===== src/rtl/fetch_pkg.sv =====
package fetch_pkg;

  typedef enum logic [1:0] {
    ST_FETCH  = 2'd0,
    ST_WAIT   = 2'd1,
    ST_BRANCH = 2'd2
  } fetch_state_e;

  // Strobes from control to datapath, one per datapath action.
  typedef struct packed {
    logic issue;       // start a memory read at pc, step pc
    logic enqueue;     // write the response into the queue
    logic dequeue;     // remove the queue head
    logic holdTarget;  // capture the branch target of the response
    logic redirect;    // load the held target into pc
  } fetch_strobe_t;

  localparam int          OPCODE_W      = 6;
  localparam int          IMM_W         = 16;
  localparam logic [5:0]  BRANCH_OPCODE = 6'b000100;

endpackage


===== src/rtl/fetch_ctrl.sv =====
module fetch_ctrl
  import fetch_pkg::*;
(
  input  logic          clk,
  input  logic          rstN,
  input  logic          qFull,
  input  logic          qEmpty,
  input  logic          rspValid,
  input  logic          rspIsBranch,
  input  logic          deqReady,
  input  logic          resolveValid,
  input  logic          resolveTaken,
  output fetch_strobe_t strobes
);

  fetch_state_e state, nextState;

  always_ff @(posedge clk) begin
    if (!rstN) state <= ST_FETCH;
    else       state <= nextState;
  end

  always_comb begin
    nextState = state;
    strobes   = '0;
    case (state)
      ST_FETCH: begin
        if (!qFull) begin
          strobes.issue = 1'b1;
          nextState     = ST_WAIT;
        end
      end
      ST_WAIT: begin
        if (rspValid) begin
          strobes.enqueue = 1'b1;
          if (rspIsBranch) begin
            strobes.holdTarget = 1'b1;
            nextState          = ST_BRANCH;
          end else begin
            nextState = ST_FETCH;
          end
        end
      end
      ST_BRANCH: begin
        if (resolveValid) begin
          strobes.redirect = resolveTaken;
          nextState        = ST_FETCH;
        end
      end
      default: nextState = ST_FETCH;
    endcase
    strobes.dequeue = deqReady && !qEmpty;
  end

endmodule


===== src/rtl/fetch_dpath.sv =====
module fetch_dpath
  import fetch_pkg::*;
#(
  parameter int ADDR_W      = 32,
  parameter int DATA_W      = 32,
  parameter int QUEUE_DEPTH = 4,
  localparam int PTR_W      = (QUEUE_DEPTH > 1) ? $clog2(QUEUE_DEPTH) : 1,
  localparam int CNT_W      = $clog2(QUEUE_DEPTH + 1)
) (
  input  logic              clk,
  input  logic              rstN,
  input  fetch_strobe_t     strobes,
  input  logic [DATA_W-1:0] rspData,
  output logic              rspIsBranch,
  output logic [ADDR_W-1:0] reqAddr,
  output logic              qFull,
  output logic              qEmpty,
  output logic [DATA_W-1:0] headInstr,
  output logic [ADDR_W-1:0] headPc,
  output logic [CNT_W-1:0]  count
);

  localparam int          INSTR_BYTES = DATA_W / 8;
  localparam logic [ADDR_W-1:0] PC_STEP = ADDR_W'(INSTR_BYTES);

  // ---------------- program counter and branch target ----------------
  logic [ADDR_W-1:0] pc, pcNext, reqPc, targetReg, branchOffset;
  logic [IMM_W-1:0]  imm;

  assign pcNext       = pc + PC_STEP;           // dedicated incrementer
  assign imm          = rspData[IMM_W-1:0];
  assign branchOffset = {{(ADDR_W-IMM_W-2){imm[IMM_W-1]}}, imm, 2'b00};
  assign rspIsBranch  = (rspData[DATA_W-1 -: OPCODE_W] == BRANCH_OPCODE);
  assign reqAddr      = pc;

  always_ff @(posedge clk) begin
    if (!rstN) begin
      pc        <= '0;
      reqPc     <= '0;
      targetReg <= '0;
    end else begin
      if (strobes.redirect)   pc <= targetReg;
      else if (strobes.issue) pc <= pcNext;
      if (strobes.issue)      reqPc <= pc;
      if (strobes.holdTarget) targetReg <= reqPc + PC_STEP + branchOffset;
    end
  end

  // ---------------- instruction queue ----------------
  logic [DATA_W-1:0] instrMem [QUEUE_DEPTH];
  logic [ADDR_W-1:0] pcMem    [QUEUE_DEPTH];
  logic [PTR_W-1:0]  wrPtr, rdPtr;

  function automatic logic [PTR_W-1:0] ptrInc(input logic [PTR_W-1:0] p);
    return (p == PTR_W'(QUEUE_DEPTH - 1)) ? '0 : p + 1'b1;
  endfunction

  generate
    for (genvar e = 0; e < QUEUE_DEPTH; e++) begin : g_entry
      always_ff @(posedge clk) begin
        if (strobes.enqueue && (wrPtr == PTR_W'(e))) begin
          instrMem[e] <= rspData;
          pcMem[e]    <= reqPc;
        end
      end
    end
  endgenerate

  always_ff @(posedge clk) begin
    if (!rstN) begin
      wrPtr <= '0;
      rdPtr <= '0;
      count <= '0;
    end else begin
      if (strobes.enqueue) wrPtr <= ptrInc(wrPtr);
      if (strobes.dequeue) rdPtr <= ptrInc(rdPtr);
      case ({strobes.enqueue, strobes.dequeue})
        2'b10:   count <= count + 1'b1;
        2'b01:   count <= count - 1'b1;
        default: count <= count;
      endcase
    end
  end

  assign qFull     = (count == CNT_W'(QUEUE_DEPTH));
  assign qEmpty    = (count == '0);
  assign headInstr = instrMem[rdPtr];
  assign headPc    = pcMem[rdPtr];

endmodule


===== src/rtl/fetch_queue_unit.sv =====
module fetch_queue_unit
  import fetch_pkg::*;
#(
  parameter int ADDR_W      = 32,
  parameter int DATA_W      = 32,
  parameter int QUEUE_DEPTH = 4,
  parameter int MEM_LAT     = 2,
  localparam int CNT_W      = $clog2(QUEUE_DEPTH + 1)
) (
  input  logic              clk,
  input  logic              rstN,
  output logic              imReqValid,
  output logic [ADDR_W-1:0] imReqAddr,
  input  logic              imRspValid,
  input  logic [DATA_W-1:0] imRspData,
  output logic              deqValid,
  input  logic              deqReady,
  output logic [DATA_W-1:0] deqInstr,
  output logic [ADDR_W-1:0] deqPc,
  input  logic              resolveValid,
  input  logic              resolveTaken,
  output logic [CNT_W-1:0]  qCount
);

  fetch_strobe_t strobes;
  logic qFull, qEmpty, rspIsBranch;

  fetch_ctrl ctrl_i (
    .clk          (clk),
    .rstN         (rstN),
    .qFull        (qFull),
    .qEmpty       (qEmpty),
    .rspValid     (imRspValid),
    .rspIsBranch  (rspIsBranch),
    .deqReady     (deqReady),
    .resolveValid (resolveValid),
    .resolveTaken (resolveTaken),
    .strobes      (strobes)
  );

  fetch_dpath #(
    .ADDR_W      (ADDR_W),
    .DATA_W      (DATA_W),
    .QUEUE_DEPTH (QUEUE_DEPTH)
  ) dpath_i (
    .clk         (clk),
    .rstN        (rstN),
    .strobes     (strobes),
    .rspData     (imRspData),
    .rspIsBranch (rspIsBranch),
    .reqAddr     (imReqAddr),
    .qFull       (qFull),
    .qEmpty      (qEmpty),
    .headInstr   (deqInstr),
    .headPc      (deqPc),
    .count       (qCount)
  );

  assign imReqValid = strobes.issue;
  assign deqValid   = !qEmpty;

endmodule


===== config.mk =====
export PLATFORM = sky130hd
export DESIGN_NAME = fetch_queue_unit
export DESIGN_NICKNAME = d
export VERILOG_FILES = /design/src/rtl/fetch_pkg.sv /design/src/rtl/fetch_ctrl.sv /design/src/rtl/fetch_dpath.sv /design/src/rtl/fetch_queue_unit.sv
export SDC_FILE = /design/constraint.sdc
export NUM_CORES = 1
export LEC_CHECK = 0
export ABC_CLOCK_PERIOD_IN_PS = 9250
export BUFFER_PORTS_ARGS = -buffer_cell sky130_fd_sc_hd__buf_2
export CAP_MARGIN = 20
export CORE_ASPECT_RATIO = 0.7
export CORE_MARGIN = 8
export CORE_UTILIZATION = 64
export CTS_BUF_LIST = sky130_fd_sc_hd__clkbuf_16
export DETAILED_ROUTE_END_ITERATION = 10
export PLACE_DENSITY = 0.88
export SETUP_SLACK_MARGIN = 0.1
export SLEW_MARGIN = 20
export SYNTH_ARGS = -nofsm -noshare
export SYNTH_HDL_FRONTEND = slang
export SYNTH_HIERARCHICAL = 1
export SYNTH_SLANG_ARGS = --single-unit

===== constraint.sdc =====
create_clock -name clk -period 9.25 [get_ports clk]
set_clock_uncertainty 0.15 [all_clocks]
set_input_delay 1.3875 -clock clk [delete_from_list [all_inputs] [get_ports clk]]
set_output_delay 1.3875 -clock clk [all_outputs]
set_load 0.1 [all_outputs]

==> qor_table.md, run 1 <==
| Parameter | Reported | Unit |
| --- | --- | --- |
| Vias per inst | 6.298 | - |
| Max cap viols | 0 | - |
| Top achievable clock speed | 221.3 | MHz |
| Yosys warns | 6 | - |
| Tot Pwr | 4452 | µW |
| Count of nets after finishing | 1317 | - |
| Final cell utilization of the core | 73.15 | % |
| Remaining antenna violation count | 0 | - |
| Clock transition at the registers of the reported paths | 70 | ps |
| Number of flip-flops and latches in the synthesized netlist | 363 | - |
| Avg Inst Size Synth | 14.48 | µm² |
| Syn nets | 1185 | - |
| Parity-gate share of the synthesized area counting xor and xnor cells | 2.350 | % |
| Distinct cell type count after synthesis | 68 | - |
| Required arrival time at the worst endpoint | 7710 | ps |
| Category of the worst setup path capture point | primary output | - |
| Number of buffers added by the clock tree synthesis step | 35 | - |
| Fraction of synthesized area in multiplexers | 12.63 | % |
| CORE AREA | 24320 | µm² |
| Total of buffers placed on input and output ports | 138 | - |
| Top fanout value on the critical path | 40 | - |
| Result of the run | complete, no violations | - |
| P&R area growth vs syn | 13.66 | % |
| Worst-Skew Late Latency | 520 | ps |
| Post-CTS Hold Fix Bufs | 0 | - |
| Boundary pin count | 139 | - |
| Path type of the worst setup path | flop to primary output | - |
| Arrival time at the worst endpoint | 2980 | ps |
| Total global routing overflow | 0 | - |
| Final critical delay including setup and external delays | 4519 | ps |
| Share of synthesized area occupied by flip-flops and latches | 62.79 | % |
| Transition at the pin with the smallest max-transition slack | 1119 | ps |
| Cell Pwr Density | 250.2 | nW/µm² |
| Depth of the worst register-to-register path | 9 | - |
| Nature of the critical path startpoint | flop | - |
| Die Ht | 146.9 | µm |
| Site row count | 48 | - |
| Cell at the root of the clock tree | sky130_fd_sc_hd__clkbuf_16 | - |
| Number of filler cells placed in the layout | 1522 | - |
| Simple logic cell fraction of the synthesized area | 8.161 | % |
| Chip Width | 202.9 | µm |
| Final Max Tran Viols | 0 | - |
| Minimum setup slack after placement | 4177 | ps |
| Synthesized area | 15650 | µm² |
| Sum of negative setup slack | 0 | ps |
| FFs w/ async S/R, synth | 0 | % |
| Class of the most critical hold timing path | flop to flop | - |
| CTS HTree Levels | 2 | - |
| DIE AREA | 29800 | µm² |
| Vias post-DR | 9838 | - |
| RSZ-0062 raised after global routing | no | - |
| Number of global-route vias before repair | 9945 | - |
| Complex-gate fraction of the synthesized area | 6.986 | % |
| Sinks on Clock Net | 363 | - |
| Post-CTS Setup Inserts | 0 | - |
| Synth Area in Adders | 5.371 | % |
| Final worst-path setup slack | 4731 | ps |
| First-pass GRT wire length | 56.37 | mm |
| Number of antenna cells inserted | 0 | - |
| Number of cells on the worst hold path | 2 | - |
| Static power due to leakage | 0.006672 | µW |
| Worst rel slew slack | 25.10 | % |
| Starting density of the core | 64.36 | % |
| Post-Synthesis Cells | 1081 | - |
| Detail-routed net length per standard cell | 23.06 | µm |
| Global-route usage over all layers | 23.77 | % |
| Fraction of the cycle the final worst path needs | 48.85 | % |
| Number of enable flip-flop cells after synthesis | 256 | - |
| Post-synth top flop | sky130_fd_sc_hd__edfxtp_1 | - |
| Total routed wirelength | 36.01 | mm |
| Pin count of the biggest net entering global routing | 78 | - |
| TritonCTS clock tree | done | - |
| Drt drc | 0 | - |
| Quantity of gates resized following cts | 0 | - |
| Final-report hold violation count | 0 | - |
| Gpl congestion | 0.9252 | - |
| Highest ir drop seen on vdd | 298.9 | µV |
| Share of post-route cells with drive strength above 1 | 22.88 | % |
| Initial antenna violation count | 0 | - |
| CTS Buffer Depth | 3 | - |
| DR iter-0 viols | 965 | - |
| Final-report setup violation count | 0 | - |
| Half-perimeter wire length of the detailed placement result | 23.08 | mm |
| Largest family of logic cells by synthesized area | multiplexers | - |
| Length of the first detailed-routing pass in iterations | 6 | - |
[metal layers]
| metal | up-vias | wire length (µm) | GRT usage, % |
|---|---|---|---|
| met5 | - | 0 | 0 |
| li1 | 4442 | - | - |
| met4 | 0 | 510 | 4.991 |
| met2 | 419 | 16690 | 37.45 |
| met3 | 50 | 2979 | 4.818 |
| met1 | 4927 | 15840 | 34.11 |
[path summary, 6_finish.rpt]
path / from / end / slack, ps
max: flop / deqPc[0] / 4730
min: dpath_i/targetReg[21] / dpath_i/targetReg[21] / 310
max reg2reg: dpath_i/reqPc[3] / dpath_i/targetReg[19] / 5790
min reg2reg: dpath_i/targetReg[21] / dpath_i/targetReg[21] / 310
[worst max-delay path, stage by stage (launching register included)]
cell and delay [ps]:
sky130_fd_sc_hd__dfxtp_4 680, sky130_fd_sc_hd__buf_4 710, sky130_fd_sc_hd__mux4_2 710, sky130_fd_sc_hd__buf_2 340
[per-stage QoR]
stage	instances	cell area (µm²)	hold WS, ps
floorplan	1081	15650	275.7
detailed placement	1501	16630	298.4
CTS	1562	17790	313.2
global placement	1501	16630	287.8
global route	1562	17790	326.0
finish	1562	17790	309.7
[placed cells by master, fill, tap and decap left out, types with 3 or more instances in the layout]
cell type and count:
sky130_fd_sc_hd__mux4_2 64, sky130_fd_sc_hd__buf_2 138, sky130_fd_sc_hd__nand3b_1 3, sky130_fd_sc_hd__ha_1 64, sky130_fd_sc_hd__o22ai_1 3, sky130_fd_sc_hd__o211ai_1 9
sky130_fd_sc_hd__a211oi_1 15, sky130_fd_sc_hd__nor3_2 3, sky130_fd_sc_hd__a22oi_1 3, sky130_fd_sc_hd__xor2_1 20, sky130_fd_sc_hd__nand3_1 25, sky130_fd_sc_hd__clkinv_1 6
sky130_fd_sc_hd__edfxtp_1 256, sky130_fd_sc_hd__nand2b_1 4, sky130_fd_sc_hd__o311ai_0 3, sky130_fd_sc_hd__and3_1 11, sky130_fd_sc_hd__mux2i_1 52, sky130_fd_sc_hd__xnor2_1 22
sky130_fd_sc_hd__o31ai_1 4, sky130_fd_sc_hd__clkinv_2 4, sky130_fd_sc_hd__o21bai_1 4, sky130_fd_sc_hd__bufinv_16 5, sky130_fd_sc_hd__buf_4 6, sky130_fd_sc_hd__a31oi_1 3
sky130_fd_sc_hd__nand4_1 14, sky130_fd_sc_hd__inv_1 23, sky130_fd_sc_hd__nand2_1 46, sky130_fd_sc_hd__or3_1 7, sky130_fd_sc_hd__nor2_1 102, sky130_fd_sc_hd__o21ai_0 23
sky130_fd_sc_hd__a21oi_1 53, sky130_fd_sc_hd__nor3_1 17, sky130_fd_sc_hd__o21a_1 4, sky130_fd_sc_hd__a21boi_0 3, sky130_fd_sc_hd__dfxtp_1 105, sky130_fd_sc_hd__and2_4 4
sky130_fd_sc_hd__a21o_1 15, sky130_fd_sc_hd__clkbuf_16 36, sky130_fd_sc_hd__nor3b_1 6
[Yosys cell counts (4+ instances only)]
cell type | number | area share, %
sky130_fd_sc_hd__mux4_2 | 64 | 9.2
sky130_fd_sc_hd__inv_1 | 18 | 0.43
sky130_fd_sc_hd__o31ai_1 | 4 | 0.19
sky130_fd_sc_hd__buf_2 | 7 | 0.22
sky130_fd_sc_hd__mux2i_1 | 52 | 3.3
sky130_fd_sc_hd__or3_1 | 7 | 0.28
sky130_fd_sc_hd__o21a_1 | 4 | 0.19
sky130_fd_sc_hd__nand2b_1 | 4 | 0.16
sky130_fd_sc_hd__dfxtp_1 | 107 | 14
sky130_fd_sc_hd__nor2_1 | 103 | 2.5
sky130_fd_sc_hd__ha_1 | 64 | 5.1
sky130_fd_sc_hd__buf_1 | 13 | 0.31
sky130_fd_sc_hd__o21bai_1 | 4 | 0.19
sky130_fd_sc_hd__a21oi_1 | 53 | 1.7
sky130_fd_sc_hd__edfxtp_1 | 256 | 49
sky130_fd_sc_hd__o21ai_0 | 23 | 0.74
sky130_fd_sc_hd__a211oi_1 | 15 | 0.72
sky130_fd_sc_hd__xor2_1 | 20 | 1.1
sky130_fd_sc_hd__xnor2_1 | 22 | 1.2
sky130_fd_sc_hd__nand3_1 | 25 | 0.80
sky130_fd_sc_hd__nand4_1 | 14 | 0.56
sky130_fd_sc_hd__clkbuf_1 | 29 | 0.70
sky130_fd_sc_hd__nor3_1 | 18 | 0.58
sky130_fd_sc_hd__and3_1 | 11 | 0.44
sky130_fd_sc_hd__o211ai_1 | 9 | 0.43
sky130_fd_sc_hd__nand2_1 | 46 | 1.1
sky130_fd_sc_hd__and2_1 | 4 | 0.16
sky130_fd_sc_hd__nor3b_1 | 6 | 0.29
sky130_fd_sc_hd__a21o_1 | 15 | 0.72
[kinds of logic after synthesis]
kind of cell,Yosys count
DFF,363
and+or+nand+nor,261
AOI/OAI and AO/OA,163
muxes,117
buffers and inverters,69
adders and majority gates,66
xor gates and xnor gates,42
[final cells by class]
class,instances,area [µm²],area share (%)
Clock buffer,36,900.9,5.063
Clock inverter,25,262.8,1.477
Inverter,20,75.07,0.4219
Multi-Input combinational cell,649,5574,31.33
Sequential cell,363,9837,55.29
Tap cell,325,406.6,2.286
Timing Repair Buffer,144,735.7,4.135
[power breakdown]
part           leakage [µW]  total [µW]  switching, µW  internal, µW
Clock              0.000585        1450            600           850
Combinational       0.00287        1160            904           260
Sequential          0.00322        1840           59.4          1780
[sequential cells by signal, indices dropped and copies added (netlist names), named ones only]
signal and flops:
ctrl_i/state 2, dpath_i/count 3, dpath_i/instrMem 128, dpath_i/pcMem 128, dpath_i/rdPtr 2, dpath_i/reqAddr 32
dpath_i/reqPc 32, dpath_i/targetReg 32, dpath_i/wrPtr 2
(Power assumes the default switching activity.)
==> run 2, diff against run 1 <==
--- a/config.mk
+++ b/config.mk
@@ -5,15 +5,15 @@
 export SDC_FILE = /design/constraint.sdc
 export NUM_CORES = 1
 export LEC_CHECK = 0
-export ABC_CLOCK_PERIOD_IN_PS = 9250
+export ABC_CLOCK_PERIOD_IN_PS = 3700
 export BUFFER_PORTS_ARGS = -buffer_cell sky130_fd_sc_hd__buf_2
 export CAP_MARGIN = 20
 export CORE_ASPECT_RATIO = 0.7
 export CORE_MARGIN = 8
-export CORE_UTILIZATION = 64
+export CORE_UTILIZATION = 54
 export CTS_BUF_LIST = sky130_fd_sc_hd__clkbuf_16
 export DETAILED_ROUTE_END_ITERATION = 10
-export PLACE_DENSITY = 0.88
+export PLACE_DENSITY = 0.79
 export SETUP_SLACK_MARGIN = 0.1
 export SLEW_MARGIN = 20
 export SYNTH_ARGS = -nofsm -noshare
==> constraint.sdc (replaced) <==
create_clock -name clk -period 3.7 [get_ports clk]
set_clock_uncertainty 0.15 [all_clocks]
set_input_delay 0.555 -clock clk [delete_from_list [all_inputs] [get_ports clk]]
set_output_delay 0.555 -clock clk [all_outputs]
set_load 0.1 [all_outputs]
==> qor_table.md, run 2 (same netlist as run 1, synthesis figures left out) <==
| Parameter | Reported | Unit |
| --- | --- | --- |
| Pin count of the biggest net entering global routing | 78 | - |
| Sum of negative setup slack | 0 | ps |
| Site row count | 52 | - |
| CP most frequent cell | sky130_fd_sc_hd__ha_1 | - |
| Global-route usage over all layers | 20.43 | % |
| CP cell instances | ha_1 > ha_1 > fa_1 > a21o_1 > a221o_1 > buf_4 > a21oi_1 > o21ai_0 > o311ai_0 > o211ai_1 | - |
| Total routed wirelength | 35.32 | mm |
| Final-report hold violation count | 0 | - |
| Share of post-route cells with drive strength above 1 | 23.96 | % |
| Clock transition at the registers of the reported paths | 60 | ps |
| Number of buffers added by the clock tree synthesis step | 35 | - |
| Post-CTS Hold Fix Bufs | 0 | - |
| Buffers plus inverters on the worst setup path | 1 | - |
| DR iter-0 viols | 710 | - |
| CTS Buffer Depth | 3 | - |
| Worst Hold Endpoint | dpath_i/instrMem[2][20] | - |
| Vias per inst | 5.902 | - |
| Cell Pwr Density | 611.3 | nW/µm² |
| Transition at the pin with the smallest max-transition slack | 1107 | ps |
| Most common cell after layout, fill and taps aside | sky130_fd_sc_hd__edfxtp_1 | - |
| Setup slack of the most critical reg-to-reg path | 310 | ps |
| Path type of the worst setup path | flop to flop | - |
| Sinks on Clock Net | 363 | - |
| Source of the worst register-to-register timing path | dpath_i/reqPc[3] | - |
| Worst-Skew Late Latency | 520 | ps |
| Half-perimeter wire length of the detailed placement result | 22.93 | mm |
| Starting density of the core | 54.56 | % |
| Quantity of gates resized following cts | 0 | - |
| Number of antenna cells inserted | 0 | - |
| Highest ir drop seen on vdd | 642.2 | µV |
| Kind of cell with the highest combined delay on the critical path | compound AO/OA/AOI/OAI gates | - |
| Top fanout value on the critical path | 6 | - |
| Chip Width | 219.5 | µm |
| TritonCTS clock tree | done | - |
| DIE AREA | 34780 | µm² |
| Class of the most critical hold timing path | input pin to flop | - |
| CORE AREA | 28690 | µm² |
| Total of buffers placed on input and output ports | 138 | - |
| First-pass GRT wire length | 55.15 | mm |
| Tot Pwr | 11000 | µW |
| Count of nets after finishing | 1331 | - |
| Gpl congestion | 0.9232 | - |
| Total global routing overflow | 0 | - |
| Nature of the critical path startpoint | flop | - |
| Vias post-DR | 9621 | - |
| Max cap viols | 0 | - |
| Length of the first detailed-routing pass in iterations | 5 | - |
| Critical Path Slowest Stage Cell | sky130_fd_sc_hd__fa_1 | - |
| Worst hold path startpoint | imRspData[20] | - |
| Arrival time at the worst endpoint | 3620 | ps |
| Detail-routed net length per standard cell | 21.67 | µm |
| Most frequent cells in the layout | 256 x sky130_fd_sc_hd__edfxtp_1, 138 x sky130_fd_sc_hd__buf_2, 103 x sky130_fd_sc_hd__dfxtp_1, 103 x sky130_fd_sc_hd__nor2_1 | - |
| Depth of the worst register-to-register path | 10 | - |
| Cell at the root of the clock tree | sky130_fd_sc_hd__clkbuf_16 | - |
| Endpoint of the worst register-to-register path | dpath_i/targetReg[19] | - |
| RSZ-0062 raised after global routing | no | - |
| Post-CTS Setup Inserts | 0 | - |
| Category of the worst setup path capture point | flop | - |
| Static power due to leakage | 0.006746 | µW |
| Fraction of the cycle the final worst path needs | 91.69 | % |
| P&R area growth vs syn | 14.92 | % |
| Number of global-route vias before repair | 9567 | - |
| Final critical delay including setup and external delays | 3392 | ps |
| Top achievable clock speed | 294.8 | MHz |
| Remaining antenna violation count | 0 | - |
| Die Ht | 158.5 | µm |
| Worst hold margin | 111.7 | ps |
| Final-report setup violation count | 0 | - |
| Required arrival time at the worst endpoint | 3930 | ps |
| CTS HTree Levels | 2 | - |
| Boundary pin count | 139 | - |
| Registers with the highest flip-flop counts | dpath_i/instrMem x128, dpath_i/pcMem x128 | - |
| Drt drc | 0 | - |
| Delay of the slowest cell on the worst path | 440 | ps |
| Worst rel slew slack | 26.17 | % |
| Result of the run | complete, no violations | - |
| Number of cells on the worst hold path | 1 | - |
| Final Max Tran Viols | 0 | - |
| Initial antenna violation count | 0 | - |
-- run 2: changes by cell type in the layout (fill, tap and decap cells not counted), moves of 2 or more --
cell	previous run	this run
sky130_fd_sc_hd__clkinv_2	4	11
sky130_fd_sc_hd__buf_4	6	14
sky130_fd_sc_hd__buf_12	0	6
sky130_fd_sc_hd__dfxtp_2	0	2
sky130_fd_sc_hd__dfxtp_1	105	103
sky130_fd_sc_hd__inv_1	23	21
-- run 2: per-layer routing --
layer  routed length (µm)  global-route usage [%]  up-vias
li1                     -                       -     4478
met1                16460                   29.17     4795
met2                15790                   31.66      294
met3                 2325                   4.233       54
met4                  737                   5.357        0
met5                    0                       0        -
-- run 2: metrics by stage --
stage / cells / setup WS (ps) / instance area [µm²] / util [%]
after floorplan: 1081 / 133.8 / 15670 / -
after global placement: 1568 / 106.1 / 16880 / 58.83
after detailed placement: 1568 / 64.45 / 16880 / 58.83
after CTS: 1630 / 351.4 / 17990 / 62.70
after global routing: 1630 / 187.6 / 17990 / 62.70
final: 1630 / 307.7 / 17990 / 62.70
-- run 2: layout make-up --
type	count	area [µm²]
Timing Repair Buffer	158	915.9
Fill cell	2116	10700
Multi-Input combinational cell	649	5578
Sequential cell	363	9839
Clock inverter	27	232.7
Clock buffer	35	875.8
Tap cell	378	473.0
Inverter	20	75.07
-- run 2: worst max-delay path by stage --
| stage | slack [ps] | endpoint | depth (start not counted) | startpoint |
|---|---|---|---|---|
| 3_3_place_gp | 110 | dpath_i/targetReg[23] | 12 | imRspData[0] |
| 4_1_cts | 350 | dpath_i/targetReg[19] | 10 | dpath_i/reqPc[3] |
| 5_1_grt | 190 | dpath_i/targetReg[19] | 10 | dpath_i/reqPc[3] |
| 3_5_place_dp | 60 | dpath_i/targetReg[19] | 13 | imRspData[0] |
| 6_report | 310 | dpath_i/targetReg[19] | 10 | dpath_i/reqPc[3] |
| 2_1_floorplan | 130 | dpath_i/reqAddr[26] | 9 | dpath_i/count[0] |
-- run 2: where the power goes --
group / internal (µW) / switching (µW)
clock: 2010 / 1470
combinational: 672 / 2320
sequential: 4450 / 79.5
-- run 2: worst reg2reg max path: stages, from the launching register on --
cell and delay [ps]:
sky130_fd_sc_hd__dfxtp_1 420, sky130_fd_sc_hd__ha_1 270, sky130_fd_sc_hd__ha_1 220, sky130_fd_sc_hd__fa_1 440
sky130_fd_sc_hd__a21o_1 220, sky130_fd_sc_hd__a221o_1 380, sky130_fd_sc_hd__buf_4 170, sky130_fd_sc_hd__a21oi_1 250
sky130_fd_sc_hd__o21ai_0 260, sky130_fd_sc_hd__o311ai_0 350, sky130_fd_sc_hd__o211ai_1 130
==> run 3, diff against run 2 <==
--- a/config.mk
+++ b/config.mk
@@ -10,10 +10,10 @@
 export CAP_MARGIN = 20
 export CORE_ASPECT_RATIO = 0.7
 export CORE_MARGIN = 8
-export CORE_UTILIZATION = 54
+export CORE_UTILIZATION = 25
 export CTS_BUF_LIST = sky130_fd_sc_hd__clkbuf_16
 export DETAILED_ROUTE_END_ITERATION = 10
-export PLACE_DENSITY = 0.79
+export PLACE_DENSITY = 0.44
 export SETUP_SLACK_MARGIN = 0.1
 export SLEW_MARGIN = 20
 export SYNTH_ARGS = -nofsm -noshare
==> qor_table.md, run 3 (same netlist as run 1, synthesis figures left out) <==
| Parameter | Reported | Unit |
| --- | --- | --- |
| Fraction of the cycle the final worst path needs | 90.68 | % |
| Sinks on Clock Net | 363 | - |
| Total global routing overflow | 0 | - |
| Final cell utilization of the core | 30.67 | % |
| Worst rel slew slack | 34.95 | % |
| Number of buffers added by the clock tree synthesis step | 38 | - |
| Final critical delay including setup and external delays | 3355 | ps |
| CTS HTree Levels | 2 | - |
| Worst Hold Endpoint | dpath_i/instrMem[2][17] | - |
| Total of buffers placed on input and output ports | 138 | - |
| Endpoint of the worst register-to-register path | dpath_i/targetReg[23] | - |
| Critical Path Slowest Stage Cell | sky130_fd_sc_hd__fa_1 | - |
| Count of nets after finishing | 1357 | - |
| Share of post-route cells with drive strength above 1 | 25.49 | % |
| Tot Pwr | 11620 | µW |
| Detail-routed net length per standard cell | 20.60 | µm |
| Source of the worst register-to-register timing path | dpath_i/reqPc[3] | - |
| Length of the first detailed-routing pass in iterations | 5 | - |
| Path type of the worst setup path | flop to flop | - |
| Clock transition at the registers of the reported paths | 60 | ps |
| Top fanout value on the critical path | 6 | - |
| DIE AREA | 71000 | µm² |
| Setup slack of the most critical reg-to-reg path | 340 | ps |
| Vias post-DR | 9737 | - |
| CTS Buffer Depth | 3 | - |
| Total routed wirelength | 43.30 | mm |
| Final-report setup violation count | 0 | - |
| Number of antenna cells inserted | 0 | - |
| Top achievable clock speed | 298.0 | MHz |
| Boundary pin count | 139 | - |
| Sum of negative setup slack | 0 | ps |
| Initial antenna violation count | 1 | - |
| TritonCTS clock tree | done | - |
| Result of the run | complete, no violations | - |
| Area used by multi-input combinational logic | 5578 | µm² |
| Final-report hold violation count | 0 | - |
| CP cell instances | ha_1 > ha_1 > fa_1 > a21o_1 > a221o_1 > a2111oi_4 > a21oi_1 > or3b_1 > a32o_1 | - |
| Post-CTS Hold Fix Bufs | 0 | - |
| Worst-Skew Late Latency | 560 | ps |
| Registers with the highest flip-flop counts | dpath_i/instrMem x128, dpath_i/pcMem x128 | - |
| Area of all sequential standard cells | 9839 | µm² |
| Category of the worst setup path capture point | flop | - |
| Class of the most critical hold timing path | input pin to flop | - |
| CP most frequent cell | sky130_fd_sc_hd__ha_1 | - |
| Cell at the root of the clock tree | sky130_fd_sc_hd__clkbuf_16 | - |
| Site row count | 76 | - |
| Number of filler cells placed in the layout | 6173 | - |
| Most frequent cells in the layout | 256 x sky130_fd_sc_hd__edfxtp_1, 138 x sky130_fd_sc_hd__buf_2, 103 x sky130_fd_sc_hd__dfxtp_1, 103 x sky130_fd_sc_hd__nor2_1 | - |
| RSZ-0062 raised after global routing | no | - |
| Die Ht | 225.4 | µm |
| Number of global-route vias before repair | 10050 | - |
| Max cap viols | 0 | - |
| Remaining antenna violation count | 0 | - |
| Half-perimeter wire length of the detailed placement result | 29.29 | mm |
| Gpl congestion | 0.8185 | - |
| Worst hold path startpoint | imRspData[17] | - |
| Starting density of the core | 25.36 | % |
| Most common cell after layout, fill and taps aside | sky130_fd_sc_hd__edfxtp_1 | - |
| Pin count of the biggest net entering global routing | 78 | - |
| CORE AREA | 61710 | µm² |
| Static power due to leakage | 0.006962 | µW |
| Global-route usage over all layers | 12.04 | % |
| Delay of the slowest cell on the worst path | 460 | ps |
| DR iter-0 viols | 699 | - |
| P&R area growth vs syn | 20.91 | % |
| Final Max Tran Viols | 0 | - |
| Number of cells on the worst hold path | 1 | - |
| Required arrival time at the worst endpoint | 3980 | ps |
| Nature of the critical path startpoint | flop | - |
| Arrival time at the worst endpoint | 3640 | ps |
| First element of the critical path | dpath_i/reqPc[3] | - |
| First-pass GRT wire length | 65.59 | mm |
| Vias per inst | 4.632 | - |
| Quantity of gates resized following cts | 0 | - |
| Post-CTS Setup Inserts | 0 | - |
| Cell Pwr Density | 613.9 | nW/µm² |
| Chip Width | 315.1 | µm |
| Drt drc | 0 | - |
| Depth of the worst register-to-register path | 9 | - |
| Transition at the pin with the smallest max-transition slack | 975.7 | ps |
| Highest ir drop seen on vdd | 562.2 | µV |
run 3: changes by cell type in the layout (fill, tap and decap cells not counted), sizes merged:
| cell | previous run | this run |
|---|---|---|
| clkbuf | 35 | 39 |
| buf | 158 | 181 |
| bufinv | 4 | 6 |
| clkinv | 18 | 14 |
| inv | 23 | 29 |
run 3: worst max path at each step:
stage                                 end  cells past startpoint
floorplan             dpath_i/reqAddr[26]                      9
global placement    dpath_i/targetReg[23]                     12
detailed placement  dpath_i/targetReg[23]                     12
CTS                 dpath_i/targetReg[23]                      9
global route        dpath_i/targetReg[23]                      9
finish              dpath_i/targetReg[23]                      9
run 3: per-stage QoR:
stage	worst slack [ps]	instance area [µm²]	instances	hold slack, ps
floorplan	133.8	15670	1081	275.7
global placement	-2.280	17630	2032	309.5
detailed placement	-9.940	17630	2032	315.8
CTS	345.4	18930	2102	44.65
global route	219.6	18930	2102	47.38
finish	344.8	18930	2102	78.37
run 3: worst max-delay path, delay by kind of cell, from the launching register on:
family,cells,cell delay (ps)
AOI/OAI and AO/OA,5,1360
adders and majority gates,3,960
DFF,1,420
and+or+nand+nor,1,360
run 3: cell type report:
class | count | share of cell area (%)
repair buffers | 181 | 5.884
flip-flops and latches | 363 | 51.99
clock inverters | 31 | 1.692
clock buffers | 39 | 5.156
inverters | 20 | 0.3966
well taps | 819 | 5.414
multi-input cells | 649 | 29.47
run 3: routing by layer:
layer,part of all wire [%],vias up,global-route usage [%]
met1,51,4958,17.80
li1,-,4535,-
met2,42,199,17.77
met3,5.6,43,3.042
met4,1.3,2,2.204
met5,0.030,-,0
run 3: where the power goes:
| group | internal, µW | leakage [µW] | switching (µW) |
|---|---|---|---|
| Combinational | 703 | 0.00308 | 2400 |
| Sequential | 4440 | 0.00322 | 58.3 |
| Clock | 2350 | 0.000660 | 1670 |
